==> src/rtl/lbk_pkg.sv <==
package lbk_pkg;
    localparam int unsigned MDM_N = 4;

    // bit 0 RI, 1 CTS, 2 DCD, 3 DSR: the interrupt group order
    typedef struct packed {
        logic dsr;
        logic dcd;
        logic cts;
        logic ri;
    } mdm_flags_t;
endpackage

==> src/rtl/lbk_mdm_map.sv <==
module lbk_mdm_map
    import lbk_pkg::*;
(
    input  logic             apply,
    input  logic             rts,
    input  logic             dtr,
    input  logic             out1,
    input  logic             out2,
    input  mdm_flags_t       flags_cur,
    output mdm_flags_t       flags_nxt,
    output logic [MDM_N-1:0] set_nxt,
    output logic [MDM_N-1:0] clr_nxt
);
    mdm_flags_t looped;

    always_comb begin
        looped.ri  = out2;
        looped.dcd = out1;
        looped.cts = rts;
        looped.dsr = dtr;
        if (apply) begin
            flags_nxt = looped;
            clr_nxt   = '1;
            set_nxt   = looped;
        end else begin
            flags_nxt = flags_cur;
            clr_nxt   = '0;
            set_nxt   = '0;
        end
    end
endmodule

==> src/rtl/lbk_brk_feed.sv <==
module lbk_brk_feed #(
    parameter int unsigned WORD_W  = 12,
    parameter int unsigned BRK_POS = 10
) (
    input  logic              line_wr,
    input  logic              brk_bit,
    input  logic              lb_en,
    input  logic              brk_cur,
    output logic              brk_nxt,
    output logic              push_nxt,
    output logic [WORD_W-1:0] word_nxt
);
    always_comb begin
        brk_nxt  = line_wr ? brk_bit : brk_cur;
        push_nxt = line_wr && brk_bit && !brk_cur && lb_en;
        word_nxt = '0;
        if (push_nxt) word_nxt[BRK_POS] = 1'b1;
    end
endmodule

==> src/rtl/uart_mdm_loop.sv <==
module uart_mdm_loop
    import lbk_pkg::*;
#(
    parameter int unsigned DATA_W = 8
) (
    input  logic                clk,
    input  logic                rst_n,
    input  logic                ctrl_wr,
    input  logic                lb_en,
    input  logic                rts,
    input  logic                dtr,
    input  logic                out1,
    input  logic                out2,
    input  logic                line_wr,
    input  logic                brk_bit,
    output logic                cts,
    output logic                dsr,
    output logic                dcd,
    output logic                ri,
    output logic [MDM_N-1:0]    msi_set,
    output logic [MDM_N-1:0]    msi_clr,
    output logic                rx_push,
    output logic [DATA_W+3:0]   rx_word
);
    localparam int unsigned WORD_W  = DATA_W + 4;
    localparam int unsigned BRK_POS = DATA_W + 2;

    typedef struct packed {
        mdm_flags_t        flags;
        logic [MDM_N-1:0]  set;
        logic [MDM_N-1:0]  clr;
        logic              brk;
        logic              push;
        logic [WORD_W-1:0] word;
    } state_t;

    state_t st_d, st_q;

    mdm_flags_t       map_flags;
    logic [MDM_N-1:0] map_set, map_clr;
    logic             bf_brk, bf_push;
    logic [WORD_W-1:0] bf_word;

    lbk_mdm_map u_map (
        .apply     (ctrl_wr && lb_en),
        .rts       (rts),
        .dtr       (dtr),
        .out1      (out1),
        .out2      (out2),
        .flags_cur (st_q.flags),
        .flags_nxt (map_flags),
        .set_nxt   (map_set),
        .clr_nxt   (map_clr)
    );

    lbk_brk_feed #(.WORD_W(WORD_W), .BRK_POS(BRK_POS)) u_brk (
        .line_wr  (line_wr),
        .brk_bit  (brk_bit),
        .lb_en    (lb_en),
        .brk_cur  (st_q.brk),
        .brk_nxt  (bf_brk),
        .push_nxt (bf_push),
        .word_nxt (bf_word)
    );

    always_comb begin
        st_d       = st_q;
        st_d.flags = map_flags;
        st_d.set   = map_set;
        st_d.clr   = map_clr;
        st_d.brk   = bf_brk;
        st_d.push  = bf_push;
        st_d.word  = bf_word;
    end

    always_ff @(posedge clk) begin
        if (!rst_n) st_q <= '0;
        else        st_q <= st_d;
    end

    assign cts     = st_q.flags.cts;
    assign dsr     = st_q.flags.dsr;
    assign dcd     = st_q.flags.dcd;
    assign ri      = st_q.flags.ri;
    assign msi_set = st_q.set;
    assign msi_clr = st_q.clr;
    assign rx_push = st_q.push;
    assign rx_word = st_q.word;


    map_chk: assert property (@(posedge clk) disable iff (!rst_n)
        $past(rst_n) && $past(ctrl_wr && lb_en) |->
            cts == $past(rts) && dsr == $past(dtr) &&
            dcd == $past(out1) && ri == $past(out2));


    hold_chk: assert property (@(posedge clk) disable iff (!rst_n)
        $past(rst_n) && !$past(ctrl_wr && lb_en) |->
            $stable({dsr, dcd, cts, ri}) && msi_set == '0 && msi_clr == '0);


    irq_match_chk: assert property (@(posedge clk) disable iff (!rst_n)
        msi_clr != '0 |-> msi_clr == '1 && msi_set == {dsr, dcd, cts, ri});


    brk_word_chk: assert property (@(posedge clk) disable iff (!rst_n)
        rx_push |-> $countones(rx_word) == 1 && rx_word[BRK_POS]);


    brk_once_chk: assert property (@(posedge clk) disable iff (!rst_n)
        rx_push |=> !rx_push);


    brk_quiet_chk: assert property (@(posedge clk) disable iff (!rst_n)
        !rx_push |-> rx_word == '0);
endmodule

==> config.mk <==
export PLATFORM = sky130hd
export DESIGN_NAME = uart_mdm_loop
export DESIGN_NICKNAME = d
export VERILOG_FILES = /design/src/rtl/lbk_pkg.sv /design/src/rtl/lbk_mdm_map.sv /design/src/rtl/lbk_brk_feed.sv /design/src/rtl/uart_mdm_loop.sv
export SDC_FILE = /design/constraint.sdc
export NUM_CORES = 1
export LEC_CHECK = 0
export BUFFER_PORTS_ARGS = -buffer_cell sky130_fd_sc_hd__buf_2
export CORE_AREA = 2 2 39 41
export DETAILED_ROUTE_END_ITERATION = 16
export DIE_AREA = 0 0 41 43
export PLACE_DENSITY = 0.82
export REMOVE_ABC_BUFFERS = 1
export SYNTH_ARGS = -nofsm -noshare
export SYNTH_HDL_FRONTEND = slang
export SYNTH_SLANG_ARGS = --single-unit
==> constraint.sdc <==
create_clock -name clk -period 1.6 [get_ports clk]
set_clock_uncertainty 0.2 [all_clocks]
set_input_delay 0.08 -clock clk [delete_from_list [all_inputs] [get_ports clk]]
set_output_delay 0.08 -clock clk [all_outputs]
set_load 0.005 [all_outputs]
==> key figures, run 1 <==
Setup path
  • Max incr delay on CP: about 0.57 ns
  • Worst-path cell chain: dlygate4sd3_1, buf_2, nand2_1, dlygate4sd3_1, a21boi_0
  • Most used cell, CP: dlygate4sd3_1
  • CP required: 1.58 ns
  • CP endpoint kind: register
  • CP top delay family: buffers and inverters
  • Worst setup SP type: primary input
  • CP Buf/Inv Count: 3
  • Slowest cell on the critical path: dlygate4sd3_1
  • CP Class: in -> reg
  • CP arrival: 1.51 ns
  • Critical path peak fanout: 2

Cells and area
  • Share of layout cells above drive strength 1: 32.9%
  • Nets: 90
  • Fillers: 139
  • # diodes: 0
  • P&R area growth vs syn: 40.1%
  • Final non-filler cell area: 647 sq um

Synth
  • Avg Cell Area, Syn: 9.82 sq um
  • Sequential fraction of the synthesis area: 47.7%
  • Mapped Area: 462 sq um
  • Ys async rst share: 0%
  • Post-synth top area share: between 40% and 50%
  • Cell type with the largest total area after synthesis: dfxtp_1
  • Post-synth EDFFs: 0
  • Cell with the most instances after synthesis: buf_4
  • Post-synth cell types: 11
  • Ys flop type: dfxtp_1
  • Synth Register Bits: 11
  • Ranking of synthesized cells by area: dfxtp_1 (48%), buf_4 (24%), o2bb2ai_1 (7.6%)
  • YS warnings: 0
  • Synth top cells by count: buf_4 (15), dfxtp_1 (11), nand2_1 (6)
  • Syn Inst Count: 47

Clock tree
  • Worst-Skew Late Latency: 0.27 ns
  • CTS Root Cell: clkbuf_4
  • CTS buffer count: 3
  • Total setup buffers inserted after CTS: 0
  • Sink Count: 11
  • H-tree depth: 1
  • Max Root-Sink Buffers: 2
  • Clk slew on worst S/H paths: about 0.070 ns
  • CTS tree: yes

Place
  • Placed wire-length estimate: ~650 microns
  • Cell Area, Placed: 510 sq um
  • Post-place setup slack: ~0.64 ns
  • GPL Wtd Cong: 0.568
  • Port Buffers: 23

STA
  • Endpoints failing hold: 0
  • Endpoints failing setup: 0
  • RSZ-0062 raised after global routing: false
  • Max Freq: 654 MHz
  • Final setup TNS: 0 ns
  • Minimum clock period: 1.53 ns
  • Fin crit share: between 90% and 100%
  • Fin. max-slew vios: 0
  • Final worst slack: 0.0699 ns

Drt
  • Number of DRC markers in iteration 0: 0
  • Vias: 382
  • Pre-antenna DRT Iters: 1
  • DRC viols: 0
  • Routed len/inst: between 10 and 15 microns
  • Routed Antenna Nets: 0
  • Routed WL: 965 microns
  • Vias per cell: 4.02

Global route
  • Largest net degree at the start of global routing: 10
  • Grt ovf: 0
  • Vias in the first global route: between 300 and 400
  • Overall Global Routing Usage: a little under an eighth
  • Antenna violations before repair: 0
  • First-pass GRT wire length: roughly 1.4 mm

Die
  • Die Y-Extent: 43 microns
  • IO Pins: 35
  • CORE AREA: 0.00138 sq mm
  • Initial core utilization: 33.4%
  • Die area: 0.00176 sq mm
  • # rows: 14
  • Chip Width: 41 microns

Power and ir drop
  • Pwr/cell area: 853 mW/mm^2
  • Static Leak: between 0.3 and 0.4 nW
  • Maximum vdd drop: 0.317 mV

Hold path
  • Tightest Hold Check Type: in -> reg

Run
  • Max cap viols: 0

Outcome
  • Run status: complete, no violations
flip-flops by register name, indices dropped and copies added, names as in the netlist:
name     flops
msi_set      4
cts          1
dcd          1
dsr          1
msi_clr      1
ri           1
rx_push      1
st_q         1
worst register-to-register path: stages, from the launching register on:
cell and delay [ns]:
dfxtp_1 0.35, nand2_1 0.06, o2bb2ai_1 0.11, dlygate4sd3_1 0.55
cells in the final DEF, fill, tap and decap left out:
master / synthesis / final
buf_2: 0 / 23
and3_1: 1 / 1
clkbuf_1: 0 / 1
conb_1: 1 / 11
dfxtp_1: 11 / 11
o2bb2ai_1: 4 / 4
nand2b_1: 1 / 1
a21boi_0: 1 / 1
nor3_1: 1 / 1
dlygate4sd3_1: 0 / 11
and2_1: 5 / 5
clkbuf_4: 0 / 3
nand2_1: 6 / 6
layout make-up:
| cell class | count | area [sq um] | share of cell area, % |
|---|---|---|---|
| repair buffers | 34 | 225 | 34.8 |
| flip-flops and latches | 11 | 220 | 34.0 |
| multi-input cells | 30 | 155 | 24.0 |
| clock buffers | 4 | 26.3 | 4.06 |
| well taps | 16 | 20.0 | 3.09 |
power by group:
part	switching [mW]	internal, mW	leakage [nW]
clock	0.0960	0.0965	0.0150
sequential	0.00513	0.284	0.0899
combinational	0.0297	0.0400	0.232
total	0.131	0.421	0.336
routing by layer:
layer  up-vias  GRT usage, %  share of wire, %
li1        189             -                 -
met1       169          12.1                38
met2        21          19.4                52
met3         3          1.57               7.8
met4         0          8.00               1.8
met5         -             0                 0
final timing paths:
path	cells past startpoint	to	slack (ns)	start
setup reg to reg	3	dcd$_SDFFE_PN0P_	0.28	dcd$_SDFFE_PN0P_
setup / recovery	5	st_q[13]$_SDFFE_PN0P_	0.07	line_wr
hold reg to reg	1	rx_push$_SDFF_PN0_	0.26	st_q[13]$_SDFFE_PN0P_
hold / removal	2	msi_clr[2]$_SDFF_PN0_	0.01	lb_en
cell families (layout without fill, tap and decap cells):
logic type | after synthesis | count (layout) | synth area share [%]
buf+inv | 16 | 38 | 26.8
simple gates | 14 | 14 | 15.4
flops | 11 | 11 | 47.7
compound gates | 5 | 5 | 9.21
other cells | 1 | 11 | 0.812
per-stage QoR:
step / cells / power, mW / util, % / hold slack, ns
after floorplan: 41 / 0.315 / - / -0.00311
after global placement: 80 / 0.342 / 36.9 / 0.0955
after detailed placement: 80 / 0.344 / 36.9 / 0.101
after CTS: 95 / 0.551 / 46.7 / 0.0162
after global routing: 95 / 0.578 / 46.7 / 0.0279
final: 95 / 0.552 / 46.7 / 0.0149
timing repair:
item,4_1_cts,5_1_grt
hold buffers,11,0
hold endpoints to repair,10,0
resized for setup,0,0
Power figures use the tool's default switching activity.
==> inputs of run 2 (changes only) <==
- REMOVE_ABC_BUFFERS: 1 -> unset
- SETUP_SLACK_MARGIN: unset -> 0.1
==> run 2 against run 1 <==
  * First-iteration DRC count increased by 2
  * Worst setup slack better by 0.067 ns
  * Hold slack better by 0.0080 ns
  * Clock power shrank 5%
  * Die area unchanged
  * Combinational power down 1%
  * Critical path type unchanged
  * Largest cell class unchanged
==> key figures, run 2 (synthesis gave the netlist of run 1 again) <==
Outcome
  • Run status: complete, no violations

Clock tree
  • Worst-Skew Late Latency: 0.26 ns (about the same)
  • Clk slew on worst S/H paths: 0.07 ns (about the same)
  • Cts repair resizes: 0 (unchanged)
  • Max Root-Sink Buffers: 2 (unchanged)
  • CTS buffer count: 3 (unchanged)
  • H-tree depth: 1 (unchanged)
  • CTS tree: yes
  • CTS Root Cell: clkbuf_4
  • Sink Count: 11 (unchanged)

Die
  • Chip Width: 41 microns (unchanged)
  • Die area: 0.00176 sq mm (unchanged)
  • Initial core utilization: 33.4% (unchanged)
  • IO Pins: 35 (unchanged)
  • CORE AREA: 0.00138 sq mm (unchanged)
  • # rows: 14 (unchanged)
  • Die Y-Extent: 43 microns (unchanged)

Power and ir drop
  • Maximum vdd drop: 0.408 mV (+29%)
  • Pwr/cell area: 837 mW/mm^2 (-1.8%)
  • Static Leak: 0.340 nW (+1.1%)

Place
  • Placed wire-length estimate: 614 microns (-5.2%)
  • Port Buffers: 23 (unchanged)
  • GPL Wtd Cong: 0.600 (+5.5%)
  • Cell Area, Placed: 510 sq um (unchanged)
  • Post-place setup slack: 0.624 ns (-0.0117 ns)

Setup path
  • CP required: 1.55 ns (-0.03 ns)
  • Max incr delay on CP: 0.55 ns (-0.02 ns)
  • Worst-path cell chain: dlygate4sd3_1, buf_2, o2bb2ai_1, dlygate4sd3_1
  • CP Buf/Inv Count: 3 (unchanged)
  • Reg2reg start: cts$_SDFFE_PN0P_
  • Slowest cell on the critical path: dlygate4sd3_1
  • CP endpoint kind: register
  • CP Class: in -> reg
  • Critical path peak fanout: 2 (unchanged)
  • CP top delay family: buffers and inverters
  • Critical Path Start: rts
  • CP arrival: 1.42 ns (-0.09 ns)
  • Worst setup SP type: primary input
  • Most used cell, CP: dlygate4sd3_1

STA
  • Fin crit share: 91.4% (-4.2 points)
  • RSZ-0062 raised after global routing: false
  • Endpoints failing hold: 0 (unchanged)
  • Minimum clock period: 1.46 ns (-0.0675 ns)
  • Final setup TNS: 0 ns (unchanged)
  • Endpoints failing setup: 0 (unchanged)
  • Fin. max-slew vios: 0 (unchanged)
  • Max Freq: 684 MHz (+4.6%)
  • Final worst slack: 0.137 ns (+0.0675 ns)

Global route
  • Vias in the first global route: 327 (-4.9%)
  • Antenna violations before repair: 0 (unchanged)
  • Largest net degree at the start of global routing: 10 (unchanged)
  • Overall Global Routing Usage: 11.1% (-0.40 points)
  • Grt ovf: 0 (unchanged)
  • First-pass GRT wire length: 1.28 mm (-6.1%)

Hold path
  • Min-Delay Startpoint: ctrl_wr
  • Tightest Hold Check Type: in -> reg

Drt
  • Vias: 386 (+1.0%)
  • Routed Antenna Nets: 0 (unchanged)
  • Routed len/inst: 9.04 microns (-11%)
  • Pre-antenna DRT Iters: 4 (+3)
  • Vias per cell: 4.06 (+1.0%)
  • Number of DRC markers in iteration 0: 2 (+2)
  • DRC viols: 0 (unchanged)
  • Routed WL: 859 microns (-11%)

Cells and area
  • Nets: 90 (unchanged)
  • Most frequent cells in the layout: buf_2 (23), conb_1 (11), dfxtp_1 (11), dlygate4sd3_1 (11), nand2_1 (6)
  • Final non-filler cell area: 647 sq um (unchanged)
  • # diodes: 0 (unchanged)
  • Max FFs per register: 4 (unchanged)
  • Most common cell after layout, fill and taps aside: buf_2
  • Register area: 220 sq um (unchanged)
  • Fillers: 154 (+11%)
  • P&R area growth vs syn: 40.1% (unchanged)
  • Area of the multi-input gates: 155 sq um (unchanged)
  • Share of layout cells above drive strength 1: 32.9% (unchanged)

Run
  • Max cap viols: 0 (unchanged)
run 2: cell counts in the layout (fill, tap and decap cells not counted):
No cell type changed its count.
run 2: power by group:
part / switching [mW] / internal [mW] / total, mW
combinational: 0.0290 / 0.0398 / 0.0688
sequential: 0.00468 / 0.284 / 0.289
clock: 0.0873 / 0.0964 / 0.184
total: 0.121 / 0.421 / 0.541
run 2: timing repair:
action                                  CTS  global route
hold buffers                             12             0
endpoints found under the setup margin    0             2
hold endpoints to repair                 10             0
buffers inserted                          0             0
run 2: worst min-delay path: stages:
cell       delay, ns
buf_2           0.08
and2_1          0.18
o2bb2ai_1       0.09
run 2: stage by stage:
step	power [mW]	hold WS, ns	std cells	util [%]
3_5_place_dp	0.343	0.103	80	36.9
2_1_floorplan	0.341	-0.00311	57	-
5_1_grt	0.570	0.0473	95	46.7
4_1_cts	0.547	0.0201	96	47.5
3_3_place_gp	0.342	0.0971	80	36.9
6_report	0.541	0.0229	95	46.7
run 2: metal layers:
metal / global-route usage [%] / vias up / part of all wire [%]
li1: - / 188 / -
met3: 1.57 / 4 / 10
met4: 10.0 / 0 / 2.7
met2: 16.9 / 25 / 47
met5: 0 / - / 0
met1: 12.4 / 169 / 39
run 2: cell type report:
| type | instances | area share, % |
|---|---|---|
| Multi-Input combinational cell | 30 | 24.0 |
| Clock buffer | 4 | 4.06 |
| Timing Repair Buffer | 34 | 34.8 |
| Tap cell | 16 | 3.09 |
| Sequential cell | 11 | 34.0 |
run 2: worst paths after layout:
| path | slack (ns) | endpoint | cells past startpoint |
|---|---|---|---|
| hold reg to reg | 0.23 | rx_push$_SDFF_PN0_ | 1 |
| hold / removal | 0.02 | dcd$_SDFFE_PN0P_ | 3 |
| setup / recovery | 0.14 | cts$_SDFFE_PN0P_ | 4 |
| setup reg to reg | 0.26 | cts$_SDFFE_PN0P_ | 3 |
==> inputs of run 3 (changes only) <==
- BUFFER_PORTS_ARGS: -buffer_cell sky130_fd_sc_hd__buf_2 -> -buffer_cell sky130_fd_sc_hd__buf_4
- CORE_AREA: 2 2 39 41 -> unset
- CORE_MARGIN: unset -> 2
- CORE_UTILIZATION: unset -> 33
- DIE_AREA: 0 0 41 43 -> unset
- clock period: 1.6 -> 1.3 ns (I/O delays scaled with it)
==> run 3 against run 2 <==
  * The run now ends with negative hold slack left
  * Final area up 7.4%
  * Critical path depth unchanged
  * Total power up 25%
  * First-iteration DRC count down 100%
  * Sequential share of layout area down 2.3 points
  * Clock power up 21%
  * Via count down 1.3%
  * Routed wire length up 1.0%
  * Cell count down 2.1%
  * Clock-buffer cell count unchanged
  * Sequential cell count unchanged
  * Worst setup slack worse by 0.032 ns
  * Critical path type unchanged
  * Critical endpoint is now msi_set[0]$_SDFF_PN0_
==> key figures, run 3 (synthesis gave the netlist of run 1 again) <==
Outcome
  • Run status: finished, violations left
  • Failing checks: negative hold slack

Global route
  • First-pass GRT wire length: 1.39 mm (+8.6%)
  • Overall Global Routing Usage: 10.7% (-0.35 points)
  • Vias in the first global route: 345 (+5.5%)
  • Antenna violations before repair: 0 (unchanged)
  • Grt ovf: 0 (unchanged)
  • Largest net degree at the start of global routing: 10 (unchanged)

Place
  • Port Buffers: 23 (unchanged)
  • Post-place setup slack: 0.347 ns (-0.277 ns)
  • Placed wire-length estimate: 628 microns (+2.2%)
  • Cell Area, Placed: 567 sq um (+11%)
  • GPL Wtd Cong: 0.711 (+19%)

Setup path
  • CP required: 1.25 ns (-0.30 ns)
  • R2r setup slk: 0.47 ns (+0.21 ns)
  • CP endpoint kind: register
  • CP Class: in -> reg
  • CP arrival: 1.15 ns (-0.27 ns)
  • CP Buf/Inv Count: 2 (-1)
  • CP top delay family: buffers and inverters
  • Worst setup SP type: primary input
  • Worst-path cell chain: buf_4, dlygate4sd3_1, and3_2, and2_1
  • Slowest cell on the critical path: dlygate4sd3_1
  • Critical path peak fanout: 9 (+7)
  • Max incr delay on CP: 0.55 ns (about the same)

STA
  • Final setup TNS: 0 ns (unchanged)
  • Max Freq: 837 MHz
  • Endpoints failing hold: 1 (+1)
  • Fin. max-slew vios: 0 (unchanged)
  • Endpoints failing setup: 0 (unchanged)
  • Hold WS: -0.00652 ns (-0.0294 ns)
  • Fin crit share: 91.9%
  • Minimum clock period: ~1.2 ns
  • Final worst slack: 0.106 ns (-0.0316 ns)
  • RSZ-0062 raised after global routing: false

Clock tree
  • CTS tree: yes
  • Total setup buffers inserted after CTS: 0 (unchanged)
  • Max Root-Sink Buffers: 2 (unchanged)
  • CTS buffer count: 3 (unchanged)
  • H-tree depth: 1 (unchanged)
  • CTS Root Cell: clkbuf_4
  • Worst-Skew Late Latency: 0.26 ns (about the same)
  • Sink Count: 11 (unchanged)
  • Clk slew on worst S/H paths: 0.07 ns (about the same)

Drt
  • Routed len/inst: 9.33 microns (+3.2%)
  • Vias: 381 (-1.3%)
  • DRC viols: 0 (unchanged)
  • Pre-antenna DRT Iters: 1 (-3)
  • Vias per cell: 4.10 (+0.83%)
  • Number of DRC markers in iteration 0: 0 (-2)
  • Routed WL: 868 microns (+1.0%)
  • Routed Antenna Nets: 0 (unchanged)

Cells and area
  • Share of layout cells above drive strength 1: 34.6% (+1.7 points)
  • # diodes: 0 (unchanged)
  • P&R area growth vs syn: 50.4%
  • Most frequent cells in the layout: buf_4 (23), conb_1 (11), dfxtp_1 (11)
  • Nets: 89 (-1.1%)
  • Final non-filler cell area: 694 sq um (+7.4%)
  • Max FFs per register: 4 (unchanged)
  • Most common cell after layout, fill and taps aside: buf_4
  • Area of the multi-input gates: 156 sq um (+0.81%)
  • Fillers: 123 (-20%)
  • Register area: 220 sq um (unchanged)

Die
  • CORE AREA: 0.00130 sq mm (-6.0%)
  • Initial core utilization: 35.5% (+2.1 points)
  • Die area: 0.00171 sq mm (-2.8%)
  • # rows: 13 (-1)
  • Die Y-Extent: 41.4 microns (-3.7%)
  • IO Pins: 35 (unchanged)
  • Chip Width: 41.4 microns (+0.99%)

Hold path
  • Tightest Hold Check Type: in -> reg

Power and ir drop
  • Maximum vdd drop: 0.321 mV (-21%)
  • Pwr/cell area: 977 mW/mm^2 (+17%)
  • Static Leak: 0.337 nW (-0.90%)

Run
  • Max cap viols: 0 (unchanged)
==> run 3: cell count changes in the layout (fill, tap and decap cells not counted) <==
cell	change
buf_4	+23
dlygate4sd3_1	-1
buf_2	-23
and3_1	-1
and3_2	+1
==> run 3: what timing repair did <==
item	4_1_cts	5_1_grt
endpoints found under the setup margin	0	1
hold buffers	9	1
gates resized for setup	0	1
hold endpoints to repair	10	1
==> run 3: final cells by class <==
cell class	instances	area share (%)
Clock buffer	4	3.78
Sequential cell	11	31.7
Timing Repair Buffer	33	39.3
Tap cell	15	2.70
Multi-Input combinational cell	30	22.5
==> run 3: worst paths after layout <==
path,start,end,depth (start not counted)
worst min-delay path,ctrl_wr,msi_clr[2]$_SDFF_PN0_,2
worst max register to register,st_q[13]$_SDFFE_PN0P_,st_q[13]$_SDFFE_PN0P_,2
worst min register to register,st_q[13]$_SDFFE_PN0P_,rx_push$_SDFF_PN0_,1
worst max-delay path,rst_n,msi_set[0]$_SDFF_PN0_,4
==> run 3: power breakdown <==
part / switching [mW] / internal (mW) / total [mW]
Combinational: 0.0362 / 0.0632 / 0.0994
Clock: 0.104 / 0.118 / 0.222
Sequential: 0.00649 / 0.350 / 0.357
Total: 0.147 / 0.532 / 0.678
==> run 3: per-stage QoR <==
| step | hold slack [ns] | power [mW] | std cells | utilization, % |
|---|---|---|---|---|
| after global placement | 0.0766 | 0.438 | 79 | 43.6 |
| after CTS | 0.0312 | 0.683 | 92 | 52.5 |
| after global routing | -0.00854 | 0.720 | 93 | 53.4 |
| after floorplan | -0.0181 | 0.420 | 57 | - |
| final | -0.00652 | 0.678 | 93 | 53.4 |
| after detailed placement | 0.0871 | 0.439 | 79 | 43.6 |
==> run 3: per-layer routing <==
| metal | track usage, % | share of wire, % |
|---|---|---|
| met5 | 0 | 0 |
| met4 | 5.81 | 0.92 |
| met3 | 5.22 | 12 |
| met2 | 18.8 | 51 |
| met1 | 10.2 | 36 |
